**src/rtl/bnd_pkg.sv**
```systemverilog
package bnd_pkg;

  typedef enum logic [2:0] {
    OP_NOP    = 3'd0,
    OP_MAKE   = 3'd1,
    OP_CHK_LO = 3'd2,
    OP_CHK_HI = 3'd3,
    OP_LOAD   = 3'd4,
    OP_READ   = 3'd5,
    OP_CLEAR  = 3'd6,
    OP_RSVD   = 3'd7
  } bndOp_e;

  typedef enum logic [1:0] {
    ST_OK     = 2'b00,
    ST_BOUND  = 2'b01,
    ST_DIR    = 2'b10,
    ST_RSVD   = 2'b11
  } bndStatus_e;

  // strobes from control to datapath
  typedef struct packed {
    logic wrEn;
    logic chkLo;
    logic chkHi;
    logic rdEn;
  } bndCtl_t;

endpackage

```
**src/rtl/bnd_datapath.sv**
```systemverilog
module bnd_datapath
  import bnd_pkg::*;
#(
  parameter int ADDR_W   = 64,
  parameter int NUM_REGS = 4,
  localparam int IDX_W   = $clog2(NUM_REGS),
  localparam int WORD_W  = 2 * ADDR_W
) (
  input  logic              clk,
  input  logic              rstN,
  input  bndCtl_t           ctl,
  input  logic [IDX_W-1:0]  cmdIdx,
  input  logic [ADDR_W-1:0] cmdAddr,
  input  logic [ADDR_W-1:0] cmdLimit,
  output logic              violation,
  output logic              rdValid,
  output logic [WORD_W-1:0] rdBounds
);

  logic [ADDR_W-1:0] loReg [NUM_REGS];
  logic [ADDR_W-1:0] hiReg [NUM_REGS];
  logic [ADDR_W-1:0] selLo;
  logic [ADDR_W-1:0] selHi;
  logic              belowLo;
  logic              aboveHi;

  for (genvar g = 0; g < NUM_REGS; g++) begin : gBnd
    localparam logic [IDX_W-1:0] MY_IDX = IDX_W'(g);
    always_ff @(posedge clk) begin
      if (!rstN) begin
        loReg[g] <= '0;
        hiReg[g] <= '1;
      end else if (ctl.wrEn && cmdIdx == MY_IDX) begin
        loReg[g] <= cmdAddr;
        hiReg[g] <= cmdLimit;
      end
    end
  end

  always_comb begin
    selLo   = loReg[cmdIdx];
    selHi   = hiReg[cmdIdx];
    belowLo = cmdAddr < selLo;
    aboveHi = cmdAddr > selHi;
    violation = (ctl.chkLo && belowLo) || (ctl.chkHi && aboveHi);
  end

  always_ff @(posedge clk) begin
    if (!rstN) begin
      rdValid  <= 1'b0;
      rdBounds <= '0;
    end else begin
      rdValid <= ctl.rdEn;
      if (ctl.rdEn) rdBounds <= {selHi, selLo};
    end
  end

  AST_WRITE_LANDS: assert property (@(posedge clk) disable iff (!rstN)
    $past(ctl.wrEn) |-> (loReg[$past(cmdIdx)] == $past(cmdAddr) &&
                         hiReg[$past(cmdIdx)] == $past(cmdLimit)));

  AST_READ_STROBE_SOLO: assert property (@(posedge clk) disable iff (!rstN)
    rdValid |-> $past(!ctl.chkLo && !ctl.chkHi && !ctl.wrEn));

endmodule

```
**src/rtl/bnd_ctrl.sv**
```systemverilog
module bnd_ctrl
  import bnd_pkg::*;
(
  input  logic       clk,
  input  logic       rstN,
  input  logic       cmdValid,
  input  logic [2:0] cmdOp,
  input  logic       violation,
  output bndCtl_t    ctl,
  output logic       chkDone,
  output logic       chkPass,
  output logic       faultPulse,
  output logic [1:0] faultStatus
);

  bndOp_e     opCode;
  logic       isCheck;
  logic       isClear;
  bndStatus_e statusQ;

  always_comb begin
    opCode    = bndOp_e'(cmdOp);
    ctl       = '0;
    isCheck   = 1'b0;
    isClear   = 1'b0;
    if (cmdValid) begin
      unique case (opCode)
        OP_MAKE, OP_LOAD: ctl.wrEn  = 1'b1;
        OP_CHK_LO: begin ctl.chkLo = 1'b1; isCheck = 1'b1; end
        OP_CHK_HI: begin ctl.chkHi = 1'b1; isCheck = 1'b1; end
        OP_READ:          ctl.rdEn  = 1'b1;
        OP_CLEAR:         isClear   = 1'b1;
        default: ;
      endcase
    end
  end

  always_ff @(posedge clk) begin
    if (!rstN) begin
      chkDone    <= 1'b0;
      chkPass    <= 1'b0;
      faultPulse <= 1'b0;
      statusQ    <= ST_OK;
    end else begin
      chkDone    <= isCheck;
      chkPass    <= isCheck && !violation;
      faultPulse <= isCheck && violation;
      if (isCheck && violation) statusQ <= ST_BOUND;
      else if (isClear)         statusQ <= ST_OK;
    end
  end

  assign faultStatus = statusQ;

  AST_STATUS_LEGAL: assert property (@(posedge clk) disable iff (!rstN)
    faultStatus != 2'b11);

  AST_FAULT_CODE: assert property (@(posedge clk) disable iff (!rstN)
    faultPulse |-> faultStatus == 2'b01);

  AST_FAULT_FROM_CHECK: assert property (@(posedge clk) disable iff (!rstN)
    faultPulse |-> $past(cmdValid) &&
                   ($past(cmdOp) == 3'd2 || $past(cmdOp) == 3'd3));

  AST_PASS_NEEDS_DONE: assert property (@(posedge clk) disable iff (!rstN)
    (chkPass || faultPulse) |-> chkDone && !(chkPass && faultPulse));

  AST_STATUS_HOLD: assert property (@(posedge clk) disable iff (!rstN)
    (!faultPulse && !$past(cmdValid && cmdOp == 3'd6)) |-> $stable(faultStatus));

endmodule

```
**src/rtl/bnd_check_unit.sv**
```systemverilog
module bnd_check_unit
  import bnd_pkg::*;
#(
  parameter int ADDR_W   = 64,
  parameter int NUM_REGS = 4,
  localparam int IDX_W   = $clog2(NUM_REGS),
  localparam int WORD_W  = 2 * ADDR_W
) (
  input  logic              clk,
  input  logic              rstN,
  input  logic              cmdValid,
  input  logic [2:0]        cmdOp,
  input  logic [IDX_W-1:0]  cmdIdx,
  input  logic [ADDR_W-1:0] cmdAddr,
  input  logic [ADDR_W-1:0] cmdLimit,
  output logic              chkDone,
  output logic              chkPass,
  output logic              faultPulse,
  output logic [1:0]        faultStatus,
  output logic              rdValid,
  output logic [WORD_W-1:0] rdBounds
);

  bndCtl_t ctl;
  logic    violation;

  bnd_ctrl uCtrl (
    .clk(clk), .rstN(rstN), .cmdValid(cmdValid), .cmdOp(cmdOp),
    .violation(violation), .ctl(ctl), .chkDone(chkDone), .chkPass(chkPass),
    .faultPulse(faultPulse), .faultStatus(faultStatus)
  );

  bnd_datapath #(.ADDR_W(ADDR_W), .NUM_REGS(NUM_REGS)) uData (
    .clk(clk), .rstN(rstN), .ctl(ctl), .cmdIdx(cmdIdx), .cmdAddr(cmdAddr),
    .cmdLimit(cmdLimit), .violation(violation), .rdValid(rdValid),
    .rdBounds(rdBounds)
  );

endmodule

```
**config.mk**
```make
export PLATFORM = sky130hd
export DESIGN_NAME = bnd_check_unit
export DESIGN_NICKNAME = d
export VERILOG_FILES = /design/src/rtl/bnd_pkg.sv /design/src/rtl/bnd_datapath.sv /design/src/rtl/bnd_ctrl.sv /design/src/rtl/bnd_check_unit.sv
export SDC_FILE = /design/constraint.sdc
export NUM_CORES = 1
export LEC_CHECK = 0
export BUFFER_PORTS_ARGS = -buffer_cell sky130_fd_sc_hd__buf_4
export CAP_MARGIN = 10
export CORE_ASPECT_RATIO = 0.7
export CORE_UTILIZATION = 55
export CTS_CLUSTER_DIAMETER = 40
export DETAILED_ROUTE_END_ITERATION = 10
export PLACE_DENSITY = 0.82
export SETUP_SLACK_MARGIN = 0.05
export SYNTH_ARGS = -nofsm -noshare
export SYNTH_HDL_FRONTEND = slang
export SYNTH_SLANG_ARGS = --single-unit
```
**constraint.sdc**
```tcl
create_clock -name clk -period 26.2 [get_ports clk]
set_input_delay 2.62 -clock clk [delete_from_list [all_inputs] [get_ports clk]]
set_output_delay 2.62 -clock clk [all_outputs]
set_load 0.01 [all_outputs]
```
==> impl_metrics.ini, run 1 <==
[status]
status = complete, no violations

[layout]
num-fill-cells = 3889
stdcell_count = 3327
fin_nets = 2789
mostFrequentLayoutCells = 512 x edfxtp_1, 296 x nand2_1, 288 x buf_4
final_util_pct = 65.5
drive_above_1_share_pct = 21.8
ff_latch_area_sq_mm = 0.0180
multiInputGateArea_sq_mm = 0.0110
final_common_cell = edfxtp_1
area_delta_synth_final_pct = 17.5

[worst_setup_path]
start_kind = input port
worst-setup-path-type = input port to flop
critPathMaxFanout = 52
reg2reg_slack_ns = 22.96
arrival_ns = 6.95
cp-end-kind = flop
crit_required_ns = 26.70

[sta]
worstMarginPinSlew_ns = 1.13
setup_viol = 0
period_minus_slack_ns = 6.45
maxSlewViolCount = 0
fin_worst_skew_ns = 0.0140
timing.slew.headroom_pct = 24.4
period_share_pct = 24.6
max_freq_mhz = 155
rsz0062_at_grt = no
hold-worst-slack_ns = 0.453
fin_setup_tns_ns = 0
hold_viol_final = 0

[cts]
cts_resized = 0
clkLatencyLatePin_ns = 0.61
numCtsBuffers = 75
htree_levels = 3
cts_root_buf = clkbuf_16
cts_setup_buffers = 0
cts_tree = yes
path_clk_slew_ns = 0.06
cts.sinks = 645
cts.hold.buffers_added = 0
clock_path_buffers = 3

[global_routing]
grt_util_all_layers_pct = 28.0
grt_pass1_wl_microns = 116000
antenna_found_initial = 12
grt_pass1_vias = 19700
grt_remaining_overflow = 0
grt_max_degree = 133

[hold_path]
hp-class = flop to flop

[yosys]
synth_cells = 2312
syn_area_sq_mm = 0.0300
synth-edff-count = 512
syn_avg_cell_area_sq_um = 13.0
yosys_warnings = 0
synthArstFlopShare_pct = 0
seq_area_frac_synth_pct = 60.1
synthesis.nets = 2575
ys_ff_latch = 645
synthFlopType = edfxtp_1
synth.distinct_cells = 48

[detailed_routing]
drt-initial-drc-count = 2132
vias = 19600
highest_layer = met5
route.met3.wl_microns = 8340
routed-wl-met2_microns = 35700
viasPerCell = 5.89
wl_per_cell_microns = 23.1
routed_wl_microns = 76800
wl_met1_microns = 30900
drc = 0
ant_nets = 0
firstDrtPassIters = 6

[flow_run]
maxCapViolations = 0

[placed_design]
placedCellCount = 3178
place.gp.congestion = 0.812
port_buffers = 268
hpwlAfterDp_microns = 47500

[floorplan]
die-area_sq_mm = 0.0555
start_util_pct = 55.7
ios = 270
die_x_microns = 281
core_sq_mm = 0.0538
die_y_microns = 197
rows = 71

[power_and_ir_drop]
power_leakage_nw = 13.1
power_density_mw_per_mm2 = 70.6
max-vdd-ir-drop_mv = 0.0463
per-layer routing:
layer | global-route usage, % | vias up
met3 | 7.69 | 132
li1 | - | 8851
met4 | 8.70 | 6
met5 | 0 | -
met1 | 37.8 | 9670
met2 | 44.2 | 924
cell families (layout without fill, tap and decap cells):
group,Yosys count,in the layout,synth area share [%]
AND/OR/NAND/NOR,891,891,16.0
flip-flops,645,645,60.1
buffers and inverters,284,558,3.62
AO/OA/AOI/OAI,235,235,5.33
multiplexers,128,128,9.61
adder cells (fa/ha/maj),127,127,5.30
other,1,12,0.0125
XOR/XNOR,1,1,0.0292
where the power goes:
part | internal (mW) | switching [mW]
Combinational | 0.0983 | 0.142
Sequential | 1.16 | 0.0164
Clock | 0.647 | 0.427
Total | 1.90 | 0.585
final cells by class:
class                   instances  share of cell area, %
inverters                     130                   1.38
diodes                         11                 0.0781
clock inverters                45                   1.42
multi-input cells            1383                   31.2
flip-flops and latches        645                   51.2
clock buffers                  92                   5.86
well taps                     730                   2.59
repair buffers                291                   6.28
sequential cells by signal, summed over array words and instances (netlist names):
name               count
uCtrl.faultStatus      1
uData.hiReg          256
uCtrl.chkDone          1
uData.loReg          256
uCtrl.faultPulse       1
uData.rdBounds       128
uData.rdValid          1
uCtrl.chkPass          1
worst max-delay path: stages:
cell	delay [ns]
clkbuf_8	0.42
buf_4	0.91
mux4_2	0.63
inv_1	0.07
ha_1	0.25
a21oi_1	0.22
o21ai_1	0.11
a221oi_1	0.53
o32ai_1	0.13
a2111oi_0	0.36
o221a_2	0.26
o21ai_2	0.08
and2_1	0.16
final timing paths:
| check | start | endpoint | cells past startpoint |
|---|---|---|---|
| max | cmdIdx[0] | uCtrl.faultPulse | 13 |
| min | uData.rdBounds[47] | uData.rdBounds[47] | 2 |
| max reg2reg | uData.hiReg[2][15] | uCtrl.faultPulse | 10 |
| min reg2reg | uData.rdBounds[47] | uData.rdBounds[47] | 2 |
synthesized netlist by cell type, types with 11 or more instances:
library cell	instances	area share, %
inv_1	129	1.6
nand2_1	299	3.7
a21oi_1	47	0.78
nor2_1	24	0.30
ha_1	127	5.3
and2_1	256	5.3
clkbuf_1	130	1.6
or3_1	258	5.4
nand4_1	14	0.29
a21boi_1	48	1.2
o21ai_0	18	0.30
a21boi_0	81	2.0
mux4_2	128	9.6
buf_2	13	0.22
edfxtp_1	512	51
nand3_1	11	0.18
dfxtp_1	133	8.9
per-stage QoR:
step	instance area [sq um]	power, mW	worst slack, ns
after CTS	35200	2.50	19.74
after detailed placement	32600	1.43	19.14
after global routing	35200	2.57	19.44
after floorplan	30000	1.35	13.00
final	35200	2.49	19.75
after global placement	32600	1.42	19.19
Note: power is estimated with default switching activity, not from simulation.
==> inputs of run 2 (changes only) <==
==> constraint.sdc (replaced) <==
create_clock -name clk -period 6.3 [get_ports clk]
set_input_delay 0.63 -clock clk [delete_from_list [all_inputs] [get_ports clk]]
set_output_delay 0.63 -clock clk [all_outputs]
set_load 0.01 [all_outputs]
==> run 2 against run 1 <==
Against the previous run:
- register-to-register slack worse by 20 ns
- total power grew to 4.2 times the previous value
- sequential power rose to 4.1 times the previous value
- non-clock buffer count increased by 4
- combinational power rose to 4.2 times the previous value
- critical path type unchanged
- critical endpoint unchanged
- largest power group unchanged
- highest routed layer unchanged
==> impl_metrics.ini, run 2 (same netlist as run 1, synthesis figures left out) <==
[worst_setup_path]
cp-end-kind = flop
critPathMaxFanout = 69
crit_required_ns = 6.81
critPathSlowestCell = clkbuf_8
crit_top_cell = o21ai_2
arrival_ns = 4.59
start_kind = input port
slowest_delay_ns = 0.67
path_delay_family = buffers and inverters
worst-path-buf-inv = 3
path_cells = clkbuf_8 > buf_4 > mux4_2 > inv_1 > ha_1 > nand2_1 > nor2_1 > a211oi_1 > o31ai_1 > a221oi_1 > o21ai_2 > o21ai_2 > and2_1
worst-setup-path-type = input port to flop

[layout]
top_regs = uData.hiReg (256), uData.loReg (256), uData.rdBounds (128)
num-fill-cells = 3856
mostFrequentLayoutCells = 512 x edfxtp_1, 296 x nand2_1, 288 x buf_4
area_delta_synth_final_pct = 17.7
drive_above_1_share_pct = 21.8
final_common_cell = edfxtp_1
post-route-cell-area_sq_mm = 0.0353
final_util_pct = 65.6
stdcell_count = 3323
fin_nets = 2791

[sta]
worstMarginPinSlew_ns = 1.19
period_share_pct = 64.9
worst_slack_ns = 2.21
hold-worst-slack_ns = 0.294
fin_setup_tns_ns = 0
rsz0062_at_grt = no
max_freq_mhz = 245
setup_viol = 0
timing.slew.headroom_pct = 20.5
period_minus_slack_ns = 4.09
hold_viol_final = 0
maxSlewViolCount = 0
fin_worst_skew_ns = 0.0179

[flow_run]
maxCapViolations = 0

[cts]
cts.sinks = 645
clkLatencyLatePin_ns = 0.62
cts_tree = yes
path_clk_slew_ns = 0.06
cts.hold.buffers_added = 0
cts_root_buf = clkbuf_16
cts_resized = 0
numCtsBuffers = 73
htree_levels = 3
cts_setup_buffers = 0
clock_path_buffers = 3

[global_routing]
grt_max_degree = 133
use_met1_pct = 40.3
antenna_found_initial = 8
grt_pass1_vias = 19600
met2_usage_pct = 42.9
use_met3_pct = 6.59
top_usage_layer = met2
grt_util_all_layers_pct = 28.1
grt_remaining_overflow = 0
grt_pass1_wl_microns = 116000

[floorplan]
die-area_sq_mm = 0.0555
ios = 270
rows = 71
core_sq_mm = 0.0538
die_y_microns = 197
start_util_pct = 55.7
die_x_microns = 281

[placed_design]
placedCellCount = 3182
place.gp.congestion = 0.843
dpl_worst_slack_ns = 1.58
hpwlAfterDp_microns = 48300
post_dp_cell_area_sq_mm = 0.0327
port_buffers = 268

[status]
status = complete, no violations

[detailed_routing]
ant_nets = 0
wl_per_cell_microns = 23.2
routed_wl_microns = 77300
viasPerCell = 5.97
firstDrtPassIters = 5
drc = 0
drt-initial-drc-count = 2050
vias = 19800

[hold_path]
hp-class = input port to flop

[power_and_ir_drop]
power_density_mw_per_mm2 = 294
power_leakage_nw = 13.1
finalPower_mw = 10.4
max-vdd-ir-drop_mv = 0.199
==> run 2: cell count changes in the layout (fill, tap and decap cells not counted) <==
cell / before / now
buf_12: 0 / 4
bufinv_16: 8 / 6
clkbuf_1: 9 / 12
clkbuf_16: 79 / 81
clkbuf_8: 5 / 6
clkinv_2: 15 / 6
clkinv_4: 4 / 3
clkinv_8: 2 / 1
diode_2: 11 / 4
inv_4: 0 / 1
inv_6: 6 / 10
inv_8: 2 / 3
==> run 2: final timing paths <==
| kind | startpoint | endpoint | slack (ns) | cells after the start |
|---|---|---|---|---|
| hold / removal | cmdLimit[54] | uData.hiReg[1][54] | 0.29 | 2 |
| setup / recovery | cmdIdx[0] | uCtrl.faultPulse | 2.21 | 13 |
| setup reg to reg | uData.hiReg[3][35] | uCtrl.faultPulse | 2.98 | 11 |
| hold reg to reg | uData.rdBounds[74] | uData.rdBounds[74] | 0.45 | 2 |
==> run 2: per-layer routing <==
layer	routed length [microns]	share of wire, %
met1	32100	42
met2	35900	46
met3	7350	9.5
met4	1810	2.3
met5	70	0.091
==> run 2: report_power, final <==
| group | leakage (nW) | internal (mW) | switching (mW) |
|---|---|---|---|
| Clock | 1.25 | 2.68 | 1.79 |
| Sequential | 6.09 | 4.82 | 0.0680 |
| Combinational | 5.80 | 0.414 | 0.596 |
==> run 2: worst register-to-register path, stage by stage, from the launching register on <==
cell and delay, ns:
edfxtp_1 0.36, mux4_2 0.53, inv_1 0.08, ha_1 0.25, a21oi_1 0.19, o21ai_1 0.11
a221oi_1 0.58, o32ai_1 0.15, a2111oi_0 0.45, o221a_2 0.28, o21ai_2 0.07, and2_1 0.16
==> run 2: cell type report <==
type	instances	area, sq um	share of cell area (%)
Antenna cell	4	10.0	0.0283
Clock buffer	98	2140	6.06
Clock inverter	38	422	1.19
Inverter	130	488	1.38
Multi-Input combinational cell	1383	11000	31.2
Sequential cell	645	18000	51.1
Tap cell	730	913	2.59
Timing Repair Buffer	295	2290	6.50
==> inputs of run 3 (changes only) <==
--- a/config.mk
+++ b/config.mk
@@ -5,13 +5,14 @@
 export SDC_FILE = /design/constraint.sdc
 export NUM_CORES = 1
 export LEC_CHECK = 0
+export ABC_AREA = 1
 export BUFFER_PORTS_ARGS = -buffer_cell sky130_fd_sc_hd__buf_4
 export CAP_MARGIN = 10
 export CORE_ASPECT_RATIO = 0.7
-export CORE_UTILIZATION = 55
+export CORE_UTILIZATION = 54
 export CTS_CLUSTER_DIAMETER = 40
 export DETAILED_ROUTE_END_ITERATION = 10
-export PLACE_DENSITY = 0.82
+export PLACE_DENSITY = 0.83
 export SETUP_SLACK_MARGIN = 0.05
 export SYNTH_ARGS = -nofsm -noshare
 export SYNTH_HDL_FRONTEND = slang
==> constraint.sdc (replaced) <==
create_clock -name clk -period 3.6 [get_ports clk]
set_input_delay 0.36 -clock clk [delete_from_list [all_inputs] [get_ports clk]]
set_output_delay 0.36 -clock clk [all_outputs]
set_load 0.01 [all_outputs]
==> run 3 against run 2 <==
Against the previous run:
- core utilization decreased by 0.34 points
- total power increased by 74%
- sequential power rose by 77%
- setup slack worse by 1.7 ns
- non-clock buffer count rose by 29
- largest cell class unchanged
==> impl_metrics.ini, run 3 <==
[sta]
maxSlewViolCount = 0
worst_slack_ns = 0.554
max_freq_mhz = 328
timing.slew.headroom_pct = 33.1
fin_worst_skew_ns = 0.0207
worstMarginPinSlew_ns = 1.00
fin_setup_tns_ns = 0
period_share_pct = 84.6
hold-worst-slack_ns = 0.0465
period_minus_slack_ns = 3.05
rsz0062_at_grt = no
setup_viol = 0
hold_viol_final = 0

[layout]
antenna_cells = 0
fin_nets = 3010
final_common_cell = edfxtp_1
area_delta_synth_final_pct = 17.8
mostFrequentLayoutCells = 512 x edfxtp_1, 480 x nand2_1, 299 x buf_4
num-fill-cells = 3822
drive_above_1_share_pct = 20.4
top_regs = uData.hiReg (256), uData.loReg (256), uData.rdBounds (128)
post-route-cell-area_sq_mm = 0.0345

[placed_design]
post_dp_cell_area_sq_mm = 0.0320
hpwlAfterDp_microns = 51300
port_buffers = 268
place.gp.congestion = 0.852
dpl_worst_slack_ns = -0.0251

[floorplan]
die_y_microns = 197
die_x_microns = 280
die-area_sq_mm = 0.0551
rows = 70
ios = 270
start_util_pct = 55.4
core_sq_mm = 0.0528

[hold_path]
hp-class = input port to flop

[cts]
clkLatencyLatePin_ns = 0.62
cts.hold.buffers_added = 0
cts_root_buf = clkbuf_16
htree_levels = 3
path_clk_slew_ns = 0.06
clock_path_buffers = 3
cts_resized = 0
numCtsBuffers = 71
cts.sinks = 645
cts_tree = yes
cts_setup_buffers = 0

[yosys]
ys_ff_latch = 645
synthArstFlopShare_pct = 0
synthesis.nets = 2765
syn_avg_cell_area_sq_um = 11.7
synth_most_common_cell = edfxtp_1
yosysTopAreaCell = edfxtp_1
ys_top_cells_by_area = edfxtp_1 53%, dfxtp_1 9.1%, nand2_1 6.2%
yosys_warnings = 0
synth-edff-count = 512
synth.distinct_cells = 32
synth_common_cells = 512 x edfxtp_1, 484 x nand2_1, 285 x nor2_1
synthDominantCellAreaShare_pct = 52.6
synth_cells = 2502
syn_area_sq_mm = 0.0292
synthFlopType = edfxtp_1
seq_area_frac_synth_pct = 61.7

[worst_setup_path]
critPathMaxFanout = 36
arrival_ns = 3.61
cp-end-kind = flop
crit_required_ns = 4.16
worst-setup-path-type = input port to flop
start_kind = input port

[power_and_ir_drop]
power_density_mw_per_mm2 = 524
max-vdd-ir-drop_mv = 0.344
power_leakage_nw = 14.2
finalPower_mw = 18.1

[detailed_routing]
firstDrtPassIters = 6
wl_per_cell_microns = 23.3
drc = 0
ant_nets = 0
vias = 21300
viasPerCell = 6.03
drt-initial-drc-count = 2523
routed_wl_microns = 82000

[global_routing]
antenna_found_initial = 5
grt_pass1_vias = 21200
grt_max_degree = 134
grt_pass1_wl_microns = 124000
grt_util_all_layers_pct = 29.7
grt_remaining_overflow = 0

[status]
status = complete, no violations

[flow_run]
maxCapViolations = 0
## run 3: cell families after synthesis
kind of cell / Yosys count / synth area share (%)
and+or+nand+nor: 810 / 10.7
DFF: 645 / 61.7
AOI/OAI and AO/OA: 479 / 15.2
buffers and inverters: 440 / 6.97
adders and majority gates: 127 / 5.43
other: 1 / 0.0128
## run 3: layout make-up
| cell class | count | area, sq um | area share [%] |
|---|---|---|---|
| clock buffer | 90 | 2000 | 5.79 |
| clock inverter | 41 | 433 | 1.26 |
| inverter | 288 | 1090 | 3.17 |
| multi-input combinational | 1417 | 9250 | 26.9 |
| sequential | 645 | 18000 | 52.3 |
| tap | 720 | 901 | 2.61 |
| timing repair buffer | 324 | 2750 | 7.97 |
## run 3: worst paths after layout
check | from | end | slack (ns) | cells past startpoint
setup / recovery | cmdIdx[0] | uCtrl.faultStatus[0] | 0.55 | 19
hold / removal | cmdLimit[18] | uData.hiReg[0][18] | 0.05 | 3
setup reg to reg | uData.loReg[0][59] | uCtrl.faultStatus[0] | 0.56 | 13
hold reg to reg | uData.rdBounds[9] | uData.rdBounds[9] | 0.50 | 2
## run 3: stage by stage
| stage | util, % | instances |
|---|---|---|
| after floorplan | - | 2502 |
| after global routing | 65.2 | 3525 |
| after detailed placement | 60.6 | 3394 |
| after CTS | 65.2 | 3525 |
| after global placement | 60.6 | 3394 |
| final | 65.2 | 3525 |
## run 3: routing by layer
| layer | part of all wire [%] | GRT usage, % | wire length, microns |
|---|---|---|---|
| met5 | 0.076 | 0 | 62 |
| met4 | 3.3 | 10.9 | 2710 |
| met3 | 11 | 7.53 | 9080 |
| met2 | 46 | 45.8 | 37300 |
| met1 | 40 | 40.7 | 32800 |
## run 3: report_power, final
group / internal (mW) / switching, mW
clock: 4.42 / 3.10
combinational: 0.720 / 1.19
sequential: 8.46 / 0.179
total: 13.6 / 4.46
## run 3: worst max-delay path, cell delays in order
cell	delay, ns
buf_4	0.15
inv_2	0.10
nor2_4	0.06
buf_12	0.18
buf_12	0.19
a22o_1	0.20
a221oi_1	0.66
ha_1	0.38
a21oi_1	0.14
nor2_1	0.05
a211oi_1	0.17
o221ai_1	0.25
nand2_1	0.12
nand2_1	0.05
nor2_1	0.08
nand3_1	0.14
nand2_1	0.14
nand2_1	0.08
nand2_1	0.10
